--- src/rtl/xbs_pkg.sv ---
package xbs_pkg;
  localparam int unsigned SIZE_W = 3;
  localparam int unsigned LIM_W  = 12;

  function automatic logic [LIM_W-1:0] xram_limit(input logic [SIZE_W-1:0] code);
    case (code)
      3'd0:    return 12'd256;
      3'd1:    return 12'd512;
      3'd2:    return 12'd768;
      3'd3:    return 12'd1024;
      default: return 12'd1792;
    endcase
  endfunction

  function automatic int unsigned ale_period(input int unsigned div, input logic x2);
    return x2 ? div / 2 : div;
  endfunction
endpackage

--- src/rtl/xbs_regs.sv ---
module xbs_regs #(
  parameter int unsigned        DATA_W    = 8,
  parameter logic [DATA_W-1:0]  CTRL_ADDR = 8'h8E
) (
  input  logic              clk,
  input  logic              rst_n,
  input  logic              ext_boot,
  input  logic              wr,
  input  logic [DATA_W-1:0] addr,
  input  logic [DATA_W-1:0] wdata,
  output logic [DATA_W-1:0] rdata,
  output logic [DATA_W-1:0] ctrl_q
);
  localparam logic [DATA_W-1:0] RSVD_MASK = DATA_W'(8'hBF);
  localparam logic [DATA_W-1:0] RST_VAL   = DATA_W'(8'h08);

  logic hit;
  assign hit = (addr == CTRL_ADDR);

  always_ff @(posedge clk) begin
    if (!rst_n)         ctrl_q <= RST_VAL | DATA_W'({ext_boot, 1'b0});
    else if (wr && hit) ctrl_q <= wdata & RSVD_MASK;
  end

  assign rdata = hit ? ctrl_q : '0;
endmodule

--- src/rtl/xbs_ale_gen.sv ---
module xbs_ale_gen #(
  parameter int unsigned ALE_DIV = 6
) (
  input  logic clk,
  input  logic rst_n,
  input  logic x2,
  input  logic ale_off,
  input  logic ext_window,
  output logic ale,
  output logic phase_zero
);
  localparam int unsigned PH_W = $clog2(ALE_DIV);
  localparam logic [PH_W-1:0] P_NORM = PH_W'(xbs_pkg::ale_period(ALE_DIV, 1'b0));
  localparam logic [PH_W-1:0] P_FAST = PH_W'(xbs_pkg::ale_period(ALE_DIV, 1'b1));

  logic [PH_W-1:0] phase_q, period;
  logic            wrap;

  assign period = x2 ? P_FAST : P_NORM;
  assign wrap   = (phase_q >= period - PH_W'(1));

  always_ff @(posedge clk) begin
    if (!rst_n)    phase_q <= '0;
    else if (wrap) phase_q <= '0;
    else           phase_q <= phase_q + PH_W'(1);
  end

  assign phase_zero = (phase_q == '0);
  assign ale        = (ale_off && !ext_window) ? 1'b1 : phase_zero;
endmodule

--- src/rtl/xbs_strobe.sv ---
module xbs_strobe #(
  parameter int unsigned ADDR_W  = 16,
  parameter int unsigned SHORT_W = 6,
  parameter int unsigned LONG_W  = 30,
  localparam int unsigned CNT_W  = $clog2(LONG_W + 1)
) (
  input  logic                      clk,
  input  logic                      rst_n,
  input  logic                      mv_start,
  input  logic                      mv_write,
  input  logic [ADDR_W-1:0]         mv_addr,
  input  logic                      stretch,
  input  logic                      ext_sel,
  input  logic [xbs_pkg::SIZE_W-1:0] size_code,
  output logic                      rd_n,
  output logic                      wr_n,
  output logic                      int_sel,
  output logic                      busy,
  output logic                      strb_load,
  output logic [CNT_W-1:0]          width_q
);
  logic [CNT_W-1:0] cnt_q;
  logic             wr_q;
  logic             route_ext;
  logic             accept;

  assign route_ext = ext_sel || (mv_addr >= ADDR_W'(xbs_pkg::xram_limit(size_code)));
  assign busy      = (cnt_q != '0);
  assign accept    = mv_start && !busy;
  assign strb_load = accept && route_ext;
  assign int_sel   = accept && !route_ext;

  always_ff @(posedge clk) begin
    if (!rst_n) begin
      cnt_q   <= '0;
      wr_q    <= 1'b0;
      width_q <= CNT_W'(SHORT_W);
    end else if (strb_load) begin
      cnt_q   <= stretch ? CNT_W'(LONG_W) : CNT_W'(SHORT_W);
      width_q <= stretch ? CNT_W'(LONG_W) : CNT_W'(SHORT_W);
      wr_q    <= mv_write;
    end else if (busy) begin
      cnt_q   <= cnt_q - CNT_W'(1);
    end
  end

  assign rd_n = !(busy && !wr_q);
  assign wr_n = !(busy && wr_q);
endmodule

--- src/rtl/xbs_strobe_ctl.sv ---
module xbs_strobe_ctl #(
  parameter int unsigned ADDR_W    = 16,
  parameter int unsigned DATA_W    = 8,
  parameter logic [7:0]  CTRL_ADDR = 8'h8E,
  parameter int unsigned ALE_DIV   = 6,
  parameter int unsigned SHORT_W   = 6,
  parameter int unsigned LONG_W    = 30
) (
  input  logic              clk,
  input  logic              rst_n,
  input  logic              x2_mode,
  input  logic              secure_ext,
  input  logic              sfr_wr,
  input  logic [DATA_W-1:0] sfr_addr,
  input  logic [DATA_W-1:0] sfr_wdata,
  output logic [DATA_W-1:0] sfr_rdata,
  input  logic              mv_start,
  input  logic              mv_write,
  input  logic [ADDR_W-1:0] mv_addr,
  input  logic              table_rd,
  input  logic              ext_fetch,
  output logic              ale,
  output logic              rd_n,
  output logic              wr_n,
  output logic              int_sel
);
  localparam int unsigned CNT_W = $clog2(LONG_W + 1);

  logic [DATA_W-1:0] ctrl_q;
  logic              ale_off, ext_sel, stretch;
  logic [2:0]        size_code;
  logic              busy, strb_load, phase_zero, ext_window;
  logic [CNT_W-1:0]  width_q;

  assign ale_off   = ctrl_q[0];
  assign ext_sel   = ctrl_q[1];
  assign size_code = ctrl_q[4:2];
  assign stretch   = ctrl_q[5];
  assign ext_window = table_rd || ext_fetch || busy;

  xbs_regs #(.DATA_W(DATA_W), .CTRL_ADDR(DATA_W'(CTRL_ADDR))) u_regs (
    .clk(clk), .rst_n(rst_n), .ext_boot(secure_ext), .wr(sfr_wr),
    .addr(sfr_addr), .wdata(sfr_wdata), .rdata(sfr_rdata), .ctrl_q(ctrl_q)
  );

  xbs_ale_gen #(.ALE_DIV(ALE_DIV)) u_ale (
    .clk(clk), .rst_n(rst_n), .x2(x2_mode), .ale_off(ale_off),
    .ext_window(ext_window), .ale(ale), .phase_zero(phase_zero)
  );

  xbs_strobe #(.ADDR_W(ADDR_W), .SHORT_W(SHORT_W), .LONG_W(LONG_W)) u_strb (
    .clk(clk), .rst_n(rst_n), .mv_start(mv_start), .mv_write(mv_write),
    .mv_addr(mv_addr), .stretch(stretch), .ext_sel(ext_sel),
    .size_code(size_code), .rd_n(rd_n), .wr_n(wr_n), .int_sel(int_sel),
    .busy(busy), .strb_load(strb_load), .width_q(width_q)
  );
endmodule

--- config.mk ---
export PLATFORM = sky130hd
export DESIGN_NAME = xbs_strobe_ctl
export DESIGN_NICKNAME = d
export VERILOG_FILES = /design/src/rtl/xbs_pkg.sv /design/src/rtl/xbs_regs.sv /design/src/rtl/xbs_ale_gen.sv /design/src/rtl/xbs_strobe.sv /design/src/rtl/xbs_strobe_ctl.sv
export SDC_FILE = /design/constraint.sdc
export NUM_CORES = 1
export LEC_CHECK = 0
export ABC_AREA = 1
export BUFFER_PORTS_ARGS = -buffer_cell sky130_fd_sc_hd__buf_2
export CORE_UTILIZATION = 48
export DETAILED_ROUTE_END_ITERATION = 10
export PLACE_DENSITY = 0.83
export SYNTH_ARGS = -nofsm -noshare
export SYNTH_HDL_FRONTEND = slang
export SYNTH_SLANG_ARGS = --single-unit
--- constraint.sdc ---
create_clock -name clk -period 4.5 [get_ports clk]
set_input_delay 0.225 -clock clk [delete_from_list [all_inputs] [get_ports clk]]
set_output_delay 0.225 -clock clk [all_outputs]
set_load 0.02 [all_outputs]
* Word level (Yosys, flattened, before mapping) *
Index checks and enable logic that the tools add are counted.

operators by class
  add/subtract/negate cells = 3
  bitwise operators = 1
  mux-type cells = 9
  $lt $le $gt $ge = 2
  reductions and logical operators = 21
  equality and inequality tests = 5

operators by type and width
  kind                                                                      number
  11-bit one-hot mux with 4 select lines                                    1
  16-bit by 11-bit >= comparator with 1-bit output                          1
  5-bit 2-to-1 mux                                                          3
  8-bit == test (second input constant)                                     1
  8-bit 2-to-1 mux                                                          1
  1-bit logical AND                                                         7
  3-bit by 2-bit == test with 1-bit output (second input constant)          2
  1-bit zero test                                                           6
  3-bit zero test                                                           2
  5-bit nonzero test                                                        1
  5-bit by 1-bit subtractor with 5-bit output (second input constant)       1
  2-bit 2-to-1 mux                                                          2
  3-bit by 1-bit adder with 3-bit output (second input constant)            1
  3-bit by 1-bit == test with 1-bit output (second input constant)          1
  3-bit >= comparator                                                       1
  1-bit logical OR                                                          3
  3-bit 2-to-1 mux                                                          1
  3-bit by 1-bit subtractor with 3-bit output (second input constant)       1
  2-bit by 1-bit inequality test with 1-bit output (second input constant)  1
  2-bit nonzero test                                                        1
  2-bit OR reduction                                                        1
  1-bit 2-to-1 mux                                                          1
  1-bit NOT                                                                 1

storage, ports and cells
  bits of input ports = 41
  flip-flop bits (word level) = 16
  logic and storage cells = 46
  output and inout bits = 12

* Longest topological paths before layout *
Gate-level depths: netlist (run 1).

  depth after elaboration = 6
  gate-level depth with buffers = 14
  gate-level depth less buffers = 14

* By module *
Synthesis (run 1) repeated with hierarchy kept, for this count alone.

second synthesis, totals
  cells, all modules = 206
  area total of the unflattened synthesis = 1302.5 um2

modules (own cells, without submodules)
  module          instances  area an instance (um2)  sequential area each (um2)  cells each
  xbs_strobe      1          610.6                   140.1                       98
  xbs_regs        1          456.7                   150.1                       74
  xbs_ale_gen     1          224.0                   60.1                        31
  xbs_strobe_ctl  1          11.3                    0.0                         3

* Worst setup path after synthesis (run 1) *
No wires, ideal clock.

  path kind = register to output
  start point = register u_regs.ctrl_q[3]
  end point = output port int_sel
  buffers on the path = 0
  setup slack = 2648 ps
  arrival = 1627 ps
  required time = 4275 ps
  cell stages (with the launch flop) = 13
  path through = dfxtp_1 nand2_1 inv_1 o21ai_0 inv_1 ha_1 nand2_1 inv_1 nand2_1 nor2_1 nand2_1 nand2_1 nor3_1

on the way
  cells in the longest elaborated chain, start to end = 6
  elaborated cells on any way between the ends = 9
  those cells by class = order compare (1); eq/ne (3); mux (1); reduce/logical (4)

RTL lines
  item                                                                    RTL line              text
  start: declaration                                                      xbs_regs.sv:12        output logic [DATA_W-1:0] ctrl_q
  start signal: assignment                                                xbs_regs.sv:21        if (!rst_n) ctrl_q <= RST_VAL | DATA_W'({ext_boot, 1'b0});
  start signal: assignment                                                xbs_regs.sv:22        else if (wr && hit) ctrl_q <= wdata & RSVD_MASK;
  3-bit by 2-bit == test with 1-bit output, or another cell as far along  xbs_pkg.sv:6          case (code)
  11-bit one-hot mux with 4 select lines (*)                              xbs_pkg.sv:6
  16-bit by 11-bit >= comparator with 1-bit output (*)                    xbs_strobe.sv:27      assign route_ext = ext_sel || (mv_addr >= ADDR_W'(xbs_pkg::xram_limit(size_code)));
  1-bit logical OR (*)                                                    xbs_strobe.sv:27
  1-bit zero test (*)                                                     xbs_strobe.sv:31      assign int_sel = accept && !route_ext;
  1-bit logical AND (*)                                                   xbs_strobe.sv:31
  end: declaration                                                        xbs_strobe_ctl.sv:25  output logic int_sel

Mark *: on every way between the ends. The rest lies on a longest branch, timed or not.

* Worst setup path after layout (run 1) *
Ends and elaborated chain as after synthesis.

==> results of run 1 <==
## area by class of cell
| cell class | instances | area [um2] | share of cell area, % |
|---|---|---|---|
| Clock buffer | 4 | 36.3 | 2.66 |
| Inverter | 29 | 109 | 7.99 |
| Multi-Input combinational cell | 116 | 603 | 44.3 |
| Sequential cell | 16 | 330 | 24.2 |
| Tap cell | 27 | 33.8 | 2.48 |
| Timing Repair Buffer | 50 | 250 | 18.4 |
## metrics by stage
stage	hold WS, ns	instance area [um2]
2_1_floorplan	0.360	1070
3_3_place_gp	0.434	1330
3_5_place_dp	0.445	1330
4_1_cts	0.165	1360
5_1_grt	0.182	1360
6_report	0.170	1360
## kinds of logic after synthesis
kind of cell    Yosys count
simple gates             89
buf+inv                  32
compound gates           15
flops                    16
fa+ha+maj                 9
xor+xnor                  2
other cells               1
## critical path, cell delays in order (launching register included)
cell,delay (ns)
dfxtp_1,0.35
nand2_1,0.07
inv_1,0.04
o21ai_0,0.15
inv_1,0.07
ha_1,0.29
nand2_1,0.07
inv_1,0.04
nand2_1,0.05
nor2_1,0.04
nand2_1,0.05
nand2_1,0.10
nor3_1,0.15
buf_2,0.19
## state kept, by name (all words and copies together) (netlist names)
name and count:
u_strb.wr_q 1, u_regs.ctrl_q 7, u_ale.phase_q 3, u_strb.cnt_q 5
## Yosys cell counts
library cell and instances:
nor2_4 1, nand2_1 39, nor2_2 1, inv_1 28, or2_2 1, ha_1 9
conb_1 1, buf_4 2, o21ai_0 4, inv_2 1, o21ai_1 1, nand4_1 1
dfxtp_1 15, edfxtp_1 1, nor3_1 2, o2111ai_1 1, nand3_1 5, nor3b_2 1
a21oi_1 9, nor4_4 1, nor2_1 36, buf_6 1, nand3_2 1, xnor2_1 2
## where the power goes
part | switching, mW | internal [mW]
Clock | 0.0428 | 0.0491
Sequential | 0.0156 | 0.168
Combinational | 0.131 | 0.0887
Total | 0.190 | 0.306
## worst paths after layout
| kind | startpoint | to | cells after the start |
|---|---|---|---|
| worst max-delay path | u_regs.ctrl_q[3]$_SDFFE_PN1P_ | int_sel | 13 |
| worst min-delay path | sfr_wdata[0] | u_regs.ctrl_q[0]$_SDFFE_PN0P_ | 3 |
| worst max register to register | u_regs.ctrl_q[3]$_SDFFE_PN1P_ | u_strb.cnt_q[0]$_SDFFE_PN0P_ | 14 |
| worst min register to register | u_strb.cnt_q[0]$_SDFFE_PN0P_ | u_strb.cnt_q[0]$_SDFFE_PN0P_ | 1 |
## layer usage
layer | wire length, um | vias up | global-route usage [%]
met1 | 962 | 499 | 21.2
met5 | 0 | - | 0
met4 | 7 | 0 | 2.94
li1 | - | 603 | -
met3 | 140 | 2 | 3.12
met2 | 1160 | 34 | 39.7
==> flow_summary.ini, run 1 <==
[place]
pre_cts_slack_ns = 2.63
portBuffers = 50
place.gp.congestion = 0.753
place_inst = 238
dp_hpwl_mm = 1.89

[cells_and_area]
layout_common_cells = buf_2 (50), nand2_1 (39), nor2_1 (36), inv_1 (28), dfxtp_1 (15)
n_antenna_cell = 0
fin_util_pct = 67.4
layout_commonest_cell = buf_2
final-instance-count-excl-fill = 242
drive_above_1_share_pct = 28.4
n_fill_cell = 197
fin_nets = 266
area_growth_pct = 27.5

[synthesis]
synth_top_area_share_pct = 28.1
yosysTopAreaCell = dfxtp_1
yosys.area_share.simple_pct = 36.5
syn-num-nets = 214
synth.area.mux_share_pct = 0
synthCells = 164
syn-cell-area_um2 = 1070
synth_fa_ha_area_share_pct = 10.5
yosysWarnings = 0
synth_compound_area_share_pct = 7.38
synth_top_family_by_area = simple AND/OR/NAND/NOR gates
seq_area_frac_synth_pct = 30.9
syn_avg_cell_area_um2 = 6.52
netlist_top_cells_area = dfxtp_1 (28%), nand2_1 (14%), nor2_1 (13%)
synthXorXnorAreaFrac_pct = 1.64
ys_types = 24
ys_seq_elements = 16

[min_path]
hp-class = in -> reg

[cts]
cts_max_path_buffers = 2
cts_resized = 0
insertion_delay_ns = 0.27
clk_pin_slew_ns = 0.09
cts_made_buffers = 3
ctsHoldBuffers = 0
ctsHtreeMaxLevel = 1
post_cts_buffers = 0
cts_tree = done
clock-sinks = 16
ctsRootBufferMaster = clkbuf_4

[floorplan]
ios = 53
rows = 16
start_util_pct = 52.8
coreArea_um2 = 2020
die_w_um = 49.2
die_y_um = 49.2
die-area_um2 = 2420

[critical_path]
worstPathMaxFanout = 4
crit_required_ns = 4.28
cp.arrival_ns = 1.95
cp-end-kind = output pin
path_class = reg -> out
worst-r2r-setup-slack_ns = 2.74
cp-start-kind = register

[sta]
setup_tns_ns = 0
clock_skew_ns = 0.00219
setup_violations = 0
rsz0062_at_grt = no
period_needed_ns = 2.17
slew_violations = 0
timing.final.crit_share_pct = 48.2
hold_viol_final = 0
max_freq_ghz = 0.461
final.setup.worst_slack_ns = 2.33

[power_and_ir_drop]
finalPower_uw = 496
leakagePower_nw = 0.773
ir_drop_mv = 0.284
power.density_nw_per_um2 = 364

[detailed_routing]
via_per_inst = 4.70
wl_per_cell_um = 9.37
drt-total-wl_mm = 2.27
drc = 0
drt.antenna.violating_nets = 0
drt-initial-drc-count = 10
drt_first_pass_iters = 4
vias = 1138

[global_routing]
grt_max_degree = 14
overflow = 0
grt_pass1_wl_mm = 3.87
grt_pass1_vias = 1028
track_usage_pct = 19.7
antenna_found_initial = 0

[job]
cap_viol_max_count = 0

[outcome]
status = finished clean
Power figures use the tool's default switching activity.
==> run 2, diff against run 1 <==
Settings changed: CORE_UTILIZATION 48 to 45, PLACE_DENSITY 0.83 to 0.79.
Clock period 4.5 ns to 2.21 ns, I/O delays scaled along.
==> run 2 against run 1 <==
Die area grew 6.4%. Hold slack got worse by 0.13 ns. Count of clock-buffer cells in the layout did not move. Combinational power is 100% higher. Sequential power is 100% higher. Routed wire length is 6.8% lower. Critical path depth is the same. Sequential cell count did not move. Via count is 3.1% lower. Largest power group unchanged. Highest routed layer unchanged.
==> flow_summary.ini, run 2 (synthesis results as in run 1) <==
[cells_and_area]
drive_above_1_share_pct = 28.8
largest_register = u_regs.ctrl_q
top_regs = u_regs.ctrl_q (7), u_strb.cnt_q (5), u_ale.phase_q (3)
area_growth_pct = 28.3
n_antenna_cell = 0
layout_common_cells = buf_2 (49), nand2_1 (39), nor2_1 (36), inv_1 (28), dfxtp_1 (15)
fin_util_pct = 61.4
layout_commonest_cell = buf_2
final-instance-count-excl-fill = 243
fin_nets = 266
largest_reg_flops = 7

[floorplan]
ios = 53
start_util_pct = 47.8
die_w_um = 50.7
coreArea_um2 = 2230
rows = 17
die-area_um2 = 2570
die_y_um = 50.7

[detailed_routing]
via_per_inst = 4.54
wl_per_cell_um = 8.70
drc = 0
drt-initial-drc-count = 19
drt.antenna.violating_nets = 0
drt_first_pass_iters = 6
drt-total-wl_mm = 2.11
vias = 1103

[global_routing]
met2_usage_pct = 34.0
grt_pass1_wl_mm = 3.77
overflow = 0
met1_usage_pct = 22.1
use_met3_pct = 2.42
grt_max_degree = 14
top_usage_layer = met2
grt_pass1_vias = 1010
track_usage_pct = 18.9
antenna_found_initial = 0

[place]
place.gp.congestion = 0.726
dp_hpwl_mm = 1.73
pre_cts_slack_ns = 0.512
place_inst = 239
portBuffers = 50

[sta]
setup_tns_ns = 0
hold_viol_final = 0
setup_violations = 0
timing.final.crit_share_pct = 88.8
period_needed_ns = 1.96
max_freq_ghz = 0.509
slew_violations = 0
clock_skew_ns = 0.00202
rsz0062_at_grt = no
final.setup.worst_slack_ns = 0.247

[cts]
cts_made_buffers = 3
ctsRootBufferMaster = clkbuf_4
clk_pin_slew_ns = 0.09
cts_tree = done
insertion_delay_ns = 0.28
clock-sinks = 16
ctsHtreeMaxLevel = 1
cts_max_path_buffers = 2

[job]
cap_viol_max_count = 0

[critical_path]
rr_startpoint = u_regs.ctrl_q[3]$_SDFFE_PN1P_
crit_required_ns = 2.10
ff2ff_path_depth = 14
worstPathMaxFanout = 4
cp.arrival_ns = 1.85
cp-start-kind = register
startpoint = u_regs.ctrl_q[3]$_SDFFE_PN1P_
worst-r2r-setup-slack_ns = 0.49
path_class = reg -> out
cp-end-kind = output pin

[min_path]
whs_path_depth = 3
min_from = sfr_wdata[4]
hp-class = in -> reg

[power_and_ir_drop]
ir_drop_mv = 0.612
power.density_nw_per_um2 = 732
leakagePower_nw = 0.774
finalPower_mw = 1.00

[outcome]
status = finished clean
-- run 2: final timing paths --
path,endpoint
max,int_sel
min,u_regs.ctrl_q[4]$_SDFFE_PN0P_
max reg2reg,u_strb.wr_q$_SDFFE_PN0P_
min reg2reg,u_ale.phase_q[0]$_SDFF_PP0_
-- run 2: final cells by class --
cell class	instances	area, um2
inverter	29	109
clock buffer	4	36.3
sequential	16	330
tap	28	35.0
multi-input combinational	116	608
timing repair buffer	50	253
fill	233	862
-- run 2: timing repair --
item                                    4_1_cts  5_1_grt
gates resized for setup                       0        2
hold buffers                                  0        0
endpoints found under the setup margin        0        1
setup buffers                                 0        0
-- run 2: per-stage QoR --
stage | area, um2 | hold slack (ns)
after global routing | 1370 | 0.0634
final | 1370 | 0.0421
after global placement | 1330 | 0.336
after detailed placement | 1330 | 0.337
after floorplan | 1070 | 0.245
after CTS | 1360 | 0.0367
-- run 2: metal layers --
layer  routed length, um  part of all wire, %
met1                 955                   45
met2                 993                   47
met3                 153                  7.2
met4                  10                 0.47
met5                   0                    0
-- run 2: critical path: stages, from the launching register on --
cell and delay [ns]:
dfxtp_1 0.34, nand2_1 0.07, inv_1 0.04, o21ai_0 0.13, inv_1 0.06, ha_1 0.28, nand2_1 0.07, inv_1 0.04
nand2_1 0.05, nor2_1 0.03, nand2_1 0.05, nand2_1 0.11, nor3_2 0.13, buf_4 0.16
-- run 2: power breakdown --
part | total (mW) | internal, mW | switching [mW]
Sequential | 0.374 | 0.343 | 0.0315
Combinational | 0.439 | 0.180 | 0.259
Clock | 0.191 | 0.100 | 0.0907
==> run 3, diff against run 2 <==
--- a/config.mk
+++ b/config.mk
@@ -6,9 +6,9 @@
 export NUM_CORES = 1
 export LEC_CHECK = 0
-export ABC_AREA = 1
 export BUFFER_PORTS_ARGS = -buffer_cell sky130_fd_sc_hd__buf_2
-export CORE_UTILIZATION = 45
+export CORE_MARGIN = 3
+export CORE_UTILIZATION = 44
 export DETAILED_ROUTE_END_ITERATION = 10
-export PLACE_DENSITY = 0.79
+export PLACE_DENSITY = 0.78
 export SYNTH_ARGS = -nofsm -noshare
 export SYNTH_HDL_FRONTEND = slang
==> constraint.sdc (replaced) <==
create_clock -name clk -period 2.21 [get_ports clk]
set_input_delay 0.442 -clock clk [delete_from_list [all_inputs] [get_ports clk]]
set_output_delay 0.442 -clock clk [all_outputs]
set_load 0.02 [all_outputs]
==> run 3 against run 2 <==
The run now ends with setup timing left. Worst setup slack got worse by 0.36 ns. Clock power increased by 2%. Routed wire length increased by 15%. Global-route usage decreased by 2.6 points. Design area increased by 2.3%. Register-to-register slack got worse by 0.19 ns. Hold slack improved by 0.34 ns. Sequential cell count unchanged. Sequential power increased by 5.6%. Core utilization increased by 6.0 points. Die area increased by 15%. Critical path type unchanged.
==> flow_summary.ini, run 3 <==
[critical_path]
cp_slowest_cell = or4_4
crit_family = simple AND/OR/NAND/NOR gates
ff2ff_path_depth = 7
crit_required_ns = 1.77
cp-end-kind = output pin
worst-r2r-setup-slack_ns = 0.30
rr_startpoint = u_regs.ctrl_q[3]$_SDFFE_PN1P_
worstPathMaxFanout = 4
cp.arrival_ns = 1.88
crit_path_cell_trace = a21oi_2 > ha_2 > or4_4 > nor4_4 > nand3_1 > nor2_2 > buf_6
crit_buf_inv = 1
cp-start-kind = register
r2r-end = u_strb.cnt_q[1]$_SDFFE_PN0P_
path_class = reg -> out
max_stage_delay_ns = 0.49

[place]
dp_hpwl_mm = 1.92
portBuffers = 50
place.gp.congestion = 0.750

[floorplan]
die_w_um = 54.3
start_util_pct = 49.3
die_y_um = 54.3
ios = 53
die-area_um2 = 2950
coreArea_um2 = 2080
rows = 16

[sta]
period_needed_ns = 2.32
clock_skew_ns = 0.00371
whs_ns = 0.382
timing.final.crit_share_pct = 105
setup_violations = 1
final.setup.worst_slack_ns = -0.109
max_freq_ghz = 0.431
rsz0062_at_grt = yes
slew_violations = 0
hold_viol_final = 0

[synthesis]
ys.flop_type = dfxtp_1
yosys-top-cells-count = dfxtp_1 (15), inv_1 (11), ha_1 (9), nand2_1 (9), and3_1 (8)
synth_fa_ha_area_share_pct = 11.0
syn-num-nets = 167
ys_seq_elements = 16
yosys.area_share.simple_pct = 31.5
synthCells = 117
yosysTopAreaCell = dfxtp_1
netlist_top_cells_area = dfxtp_1 (29%), ha_1 (11%), mux2i_1 (6.8%)
synth_edf_count = 1
yosysMostFrequentCell = dfxtp_1
synth_top_family_by_area = simple AND/OR/NAND/NOR gates
synth_compound_area_share_pct = 8.90
seq_area_frac_synth_pct = 32.2
synthXorXnorAreaFrac_pct = 3.41
async_reset_ff_share_pct = 0
syn-cell-area_um2 = 1030
ys_types = 32
syn_avg_cell_area_um2 = 8.77
synth.area.mux_share_pct = 6.83
yosysWarnings = 0
synth_top_area_share_pct = 29.3

[min_path]
whs_path_depth = 3
min_from = mv_write
hp-class = in -> reg
whs_endpoint = u_strb.wr_q$_SDFFE_PN0P_

[cts]
ctsRootBufferMaster = clkbuf_4
cts_tree = done
insertion_delay_ns = 0.29
cts_made_buffers = 3
ctsHtreeMaxLevel = 1
cts_max_path_buffers = 2
clock-sinks = 16
clk_pin_slew_ns = 0.09

[cells_and_area]
largest_register = u_regs.ctrl_q
fin_util_pct = 67.4
fin_nets = 222
area_growth_pct = 36.7
layout_commonest_cell = buf_2
drive_above_1_share_pct = 41.5
n_fill_cell = 183
top_regs = u_regs.ctrl_q (7), u_strb.cnt_q (5), u_ale.phase_q (3)
n_antenna_cell = 0
largest_reg_flops = 7
layout_common_cells = buf_2 (49), dfxtp_1 (12), inv_1 (11), nand2_1 (9), and3_1 (8)

[detailed_routing]
vias = 1002
wl_per_cell_um = 12.2
drt-total-wl_mm = 2.43
via_per_inst = 5.06
drc = 0
drt_first_pass_iters = 5
drt-initial-drc-count = 20
drt.antenna.violating_nets = 0

[power_and_ir_drop]
p_seq_share_pct = 37.1
p_sw_share_pct = 36.8
p_comb_share_pct = 44.6
leakagePower_nw = 0.755
p_sw_uw = 392
power.internal_uw = 673
ir_drop_mv = 0.516
power.density_nw_per_um2 = 759
pwr-share-clk_pct = 18.3

[global_routing]
grt_max_degree = 21
track_usage_pct = 16.4
grt_pass1_vias = 887
grt_pass1_wl_mm = 3.48
antenna_found_initial = 0
overflow = 0

[job]
cap_viol_max_count = 0

[outcome]
status = finished, violations left
violations = setup timing
## run 3: cells by family (layout without fill, tap and decap cells)
kind of cell / after synthesis / count (layout)
AO/OA/AOI/OAI: 14 / 14
XOR/XNOR: 4 / 4
flip-flops: 16 / 16
AND/OR/NAND/NOR: 51 / 51
adder cells (fa/ha/maj): 9 / 9
multiplexers: 7 / 7
other: 1 / 1
buffers and inverters: 15 / 69
## run 3: worst max-delay path by stage
stage                                              from      end  slack [ns]  cells past startpoint
after floorplan                             mv_addr[10]  int_sel         0.1                      5
after global placement                      mv_addr[10]  int_sel        0.02                      7
after detailed placement                    mv_addr[10]  int_sel       -0.01                      7
after CTS                 u_regs.ctrl_q[3]$_SDFFE_PN1P_  int_sel       -0.14                      7
after global routing      u_regs.ctrl_q[3]$_SDFFE_PN1P_  int_sel       -0.25                      7
final                     u_regs.ctrl_q[3]$_SDFFE_PN1P_  int_sel       -0.11                      7
## run 3: metal layers
layer | global-route usage [%] | part of all wire [%] | vias up
met4 | 7.47 | 1.5 | 0
met2 | 29.9 | 48 | 48
met3 | 3.00 | 9.1 | 5
met1 | 18.1 | 41 | 433
met5 | 0 | 0 | -
li1 | - | - | 516
## run 3: metrics by stage
stage	instances	power, mW	cell area (um2)	setup TNS, ns	setup WS, ns
2_1_floorplan	117	0.681	1030	0	0.0960
3_3_place_gp	193	0.807	1310	0	0.0182
3_5_place_dp	193	0.833	1310	-0.0108	-0.0108
4_1_cts	198	1.04	1380	-0.138	-0.138
5_1_grt	198	1.15	1400	-0.249	-0.249
6_report	198	1.06	1400	-0.109	-0.109
## run 3: final cells by class
type | count | area (um2) | area share, %
inverter | 11 | 41.3 | 2.94
tap | 27 | 33.8 | 2.41
sequential | 16 | 337 | 24.0
multi-input combinational | 86 | 668 | 47.6
clock buffer | 4 | 36.3 | 2.59
timing repair buffer | 54 | 287 | 20.4
## run 3: worst reg2reg max path, cell delays in order (launching register included)
cell and delay [ns]:
dfxtp_4 0.37, a21oi_2 0.06, ha_2 0.16, or4_4 0.49, nor4_4 0.16, buf_4 0.15, a31oi_1 0.12, o311a_1 0.31
## run 3: repair_timing
| action | CTS | global route |
|---|---|---|
| endpoints found under the setup margin | 2 | 3 |
| pin swaps | 1 | 1 |
| buffers inserted | 1 | 0 |
| hold buffers | 0 | 0 |
| resized for setup | 8 | 6 |
## run 3: power by group through the flow
stage	sequential (mW)	combinational [mW]	clock [mW]
final	0.395	0.475	0.195
after global routing	0.402	0.536	0.214
after CTS	0.389	0.451	0.198
after detailed placement	0.392	0.441	0
after global placement	0.389	0.418	0
after floorplan	0.383	0.298	0
